**src/rtl/pwr_sleep_seq.sv**
```systemverilog
module pwr_sleep_seq #(
  parameter int IDLE_START = 1,
  parameter int SB_START   = 6,
  parameter int PD_START   = 20,
  parameter int SM0_BIT    = 7
) (
  input  logic       clk,
  input  logic       rst_n,
  input  logic       sleep_op,
  input  logic [7:0] ctl_main,
  input  logic [7:0] ctl_stat,
  input  logic [7:0] ctl_ext,
  input  logic       irq_pend,
  input  logic       rst_req,
  output logic       halt_o,
  output logic       cpu_clk_en,
  output logic       io_clk_en,
  output logic       osc_en,
  output logic       resume_o,
  output logic       restart_o
);
  localparam int HALT_CYC = 4;
  localparam int MAXS = (PD_START > SB_START) ?
                        ((PD_START > IDLE_START) ? PD_START : IDLE_START) :
                        ((SB_START > IDLE_START) ? SB_START : IDLE_START);
  localparam int CW = $clog2(MAXS + HALT_CYC + 1) + 1;

  typedef enum logic [2:0] {S_RUN, S_SLEEP, S_STARTUP, S_HALT4, S_RESUME} st_t;
  typedef enum logic [1:0] {M_IDLE, M_PD, M_SB} mode_t;

  st_t           st;
  mode_t         mode_q, mode_d;
  logic [CW-1:0] cnt, lim;
  logic          restart_q;

  wire [2:0] code = {ctl_stat[5], ctl_main[4], ctl_ext[SM0_BIT]};
  wire       sleep_en = ctl_main[5];
  wire       unused_regs = ^{ctl_main & 8'hCF, ctl_stat & 8'hDF,
                             ctl_ext & ~(8'd1 << SM0_BIT)};

  assign mode_d = (code == 3'b010) ? M_PD :
                  (code == 3'b110) ? M_SB : M_IDLE;

  assign lim = (mode_q == M_PD) ? CW'(PD_START) :
               (mode_q == M_SB) ? CW'(SB_START) : CW'(IDLE_START);

  always_ff @(posedge clk or negedge rst_n) begin
    if (!rst_n) begin
      st        <= S_RUN;
      mode_q    <= M_IDLE;
      cnt       <= '0;
      restart_q <= 1'b0;
    end else begin
      restart_q <= rst_req;
      if (rst_req) begin
        st  <= S_RUN;
        cnt <= '0;
      end else begin
        case (st)
          S_RUN: if (sleep_op && sleep_en) begin
            st     <= S_SLEEP;
            mode_q <= mode_d;
          end
          S_SLEEP: if (irq_pend) begin
            st  <= S_STARTUP;
            cnt <= '0;
          end
          S_STARTUP: begin
            if (cnt == lim - 1'b1) begin
              st  <= S_HALT4;
              cnt <= '0;
            end else begin
              cnt <= cnt + 1'b1;
            end
          end
          S_HALT4: begin
            if (cnt == CW'(HALT_CYC - 1)) begin
              st  <= S_RESUME;
              cnt <= '0;
            end else begin
              cnt <= cnt + 1'b1;
            end
          end
          default: st <= S_RUN;
        endcase
      end
    end
  end

  assign halt_o     = (st == S_SLEEP) || (st == S_STARTUP) || (st == S_HALT4);
  assign cpu_clk_en = (st == S_RUN) || (st == S_RESUME);
  assign io_clk_en  = !((st == S_SLEEP) || (st == S_STARTUP)) || (mode_q == M_IDLE);
  assign osc_en     = !((st == S_SLEEP) && (mode_q == M_PD));
  assign resume_o   = (st == S_RESUME);
  assign restart_o  = restart_q;
endmodule

```
**config.mk**
```make
export PLATFORM = sky130hd
export DESIGN_NAME = pwr_sleep_seq
export DESIGN_NICKNAME = d
export VERILOG_FILES = /design/src/rtl/pwr_sleep_seq.sv
export SDC_FILE = /design/constraint.sdc
export NUM_CORES = 1
export LEC_CHECK = 0
export ABC_CLOCK_PERIOD_IN_PS = 2500
export BUFFER_PORTS_ARGS = -buffer_cell sky130_fd_sc_hd__buf_2
export CAP_MARGIN = 20
export CORE_MARGIN = 2
export CORE_UTILIZATION = 48
export CTS_BUF_LIST = sky130_fd_sc_hd__clkbuf_8
export DETAILED_ROUTE_END_ITERATION = 6
export PLACE_DENSITY = 0.81
export SETUP_SLACK_MARGIN = 0.02
export SLEW_MARGIN = 20
export SYNTH_ARGS = -nofsm -noshare
export SYNTH_HDL_FRONTEND = slang
export SYNTH_SLANG_ARGS = --single-unit
```
**constraint.sdc**
```tcl
create_clock -name clk -period 2.5 [get_ports clk]
set_clock_uncertainty 0.1 [all_clocks]
set_input_delay 0.5 -clock clk [delete_from_list [all_inputs] [get_ports clk]]
set_output_delay 0.5 -clock clk [all_outputs]
set_load 0.01 [all_outputs]
```
==> results.toml <==
[critical_path]
worst_ep_arrival_time_ns = 2.14
critical_path.cell_chain = "inv_1 > ha_1 > or3_4 > a211oi_4 > a211oi_2 > a221o_1"
start_kind = "flip-flop"
crit_type = "flip-flop to flip-flop"
cp_top_family = "compound AO/OA/AOI/OAI gates"
slowest_stage = "dfrtp_1"
slowest_delay_ns = 0.38
r2r-start = "mode_q[1]"
crit_path_start = "mode_q[1]"
cp_max_fo = 6
endpoint_kind = "flip-flop"
required_ns = 2.52
worst-path-buf-inv = 1

[clock_tree]
post_cts_buffers = 0
clk_pin_slew_worst_paths_ns = 0.06
clockBufferDepth = 2
clock-sinks = 12
cts_hold_buffers = 0
cts_tree = "yes"
cts_buffers = 3
cts_root_buffer = "clkbuf_8"
cts_resized = 0
clk_latency_ns = 0.24
h-tree-depth = 1

[detailed_routing]
wl_per_cell_um = 13.4
viasPerCell = 5.82
ant_nets = 0
met1_length_um = 708
route.vias.total = 658
met3_length_um = 68
topRoutingLayerUsed = "met4"
drt_iter0_markers = 12
wl_mm = 1.52
drc = 0
wl_met2_um = 721
first_pass_iters = 4

[cells_and_area]
num-fill-cells = 135
final_cells = 113
final_util_pct = 60.3
drive_above_1_share_pct = 28.9
nets = 132
final-seq-area_sq_um = 300
stdcell_area_sq_um = 918
multiInputGateArea_sq_um = 443
area_growth_syn_to_layout_pct = 16.5
insertedDiodeCount = 0

[floorplan]
coreArea_sq_um = 1520
dieWidth_um = 44.5
die_y_um = 44.5
ioPinCount = 35
row_count = 14
die_area_sq_um = 1980
start_util_pct = 51.7

[yosys]
ys_async_sr_fraction_pct = 100
synth-seq-cells = 12
ys_types = 34
ys_seq_area_share_pct = 38.1
synthCells = 80
synth_edf_count = 0
ys_warn_count = 0
synth.most_common_cell = "dfrtp_1"
netlist_area_sq_um = 788
avgSynthCellArea_sq_um = 9.85
yosysTopAreaCellShare_pct = 38.1
synthesis.nets = 114
synth_area_leaders = "dfrtp_1 38%, ha_1 7.9%, a221o_1 3.8%, o21ai_0 3.2%, buf_6 2.9%"
yosys.area.top_type = "dfrtp_1"
synth_common_cells = "12 x dfrtp_1, 6 x inv_1, 6 x nand2_1"
synth_ff_type = "dfrtp_1"

[placed_design]
port_buffers = 14
pre_cts_slack_ns = 0.418
place_inst = 109
placed_cell_area_sq_um = 863
dp_hpwl_mm = 1.10
finalWeightedCongestion = 0.857

[run_status]
outcome = "complete, no violations"

[sta]
fin_setup_tns_ns = 0
post-route-period-util_pct = 84.8
period_minus_slack_ns = 2.12
timing.final.ws_setup_ns = 0.380
setup_viol = 0
rsz0062_at_grt = "no"
tightest_slew_ns = 0.427
hold_viol = 0
holdWs_ns = 0.0254
clock.fmax_ghz = 0.472
slew_headroom_pct = 71.5
finalMaxSlewViolations = 0

[global_route]
grt_overflow = 0
grt_pass1_wl_mm = 2.67
grt_max_degree = 13
grt_util_all_layers_pct = 18.8
first_global_vias = 600
antenna_found_initial = 0

[pwr]
power.density_nw_per_um2 = 562
p_leak_nw = 0.422
worst_ir_drop_vdd_mv = 0.241
fin_total_pwr_mw = 0.516

[min_path]
hp-class = "input port to asynchronous set/reset pin"

[flow_run]
maxCapViolCount = 0
## state kept, by name, summed over array words and instances, names as in the netlist
name       count
cnt            6
mode_q         2
restart_o      1
st             3
## cells by family after synthesis
kind of cell / after synthesis / share of synthesized area, %
adder cells (fa/ha/maj): 5 / 7.94
AND/OR/NAND/NOR: 31 / 23.3
XOR/XNOR: 3 / 3.33
AO/OA/AOI/OAI: 20 / 20.2
buffers and inverters: 8 / 5.71
multiplexers: 1 / 1.43
flip-flops: 12 / 38.1
## metal layers
metal | vias to the layer above | track usage (%)
met2 | 19 | 27.2
li1 | 326 | -
met1 | 311 | 25.7
met5 | - | 0
met3 | 2 | 3.67
met4 | 0 | 10.9
## cell usage in the layout, fill, tap and decap left out, types with 2 or more instances in the layout
master     n
a22o_1     2
ha_1       5
nand3_1    3
clkbuf_8   4
a21oi_1    3
or3_1      3
a221o_1    3
dfrtp_1   12
nor3_1     4
buf_2     14
nor2_1     3
o21ai_0    5
inv_1      6
nand4_1    2
nand2_1    6
xor2_1     2
## final cells by class
type,count,area share [%]
inverter,6,2.45
clock buffer,4,5.99
sequential,12,32.7
tap,16,2.18
multi-input combinational,60,48.2
timing repair buffer,15,8.45
## power breakdown
group / switching (mW) / leakage (nW) / internal, mW / total [mW]
clock network: 0.0758 / 0.0288 / 0.139 / 0.215
logic: 0.0485 / 0.230 / 0.0407 / 0.0892
registers: 0.0101 / 0.164 / 0.201 / 0.211
## path summary, 6_finish.rpt
kind / end / slack [ns] / cells past startpoint
max: cnt[2] / 0.38 / 6
min: mode_q[1] / 0.03 / 1
max reg2reg: cnt[2] / 0.38 / 6
min reg2reg: mode_q[1] / 0.45 / 2
max in group asynchronous: cnt[2] / 2.06 / 1
min in group clk: restart_o / 0.32 / 1
Note: power is estimated with default switching activity, not from simulation.
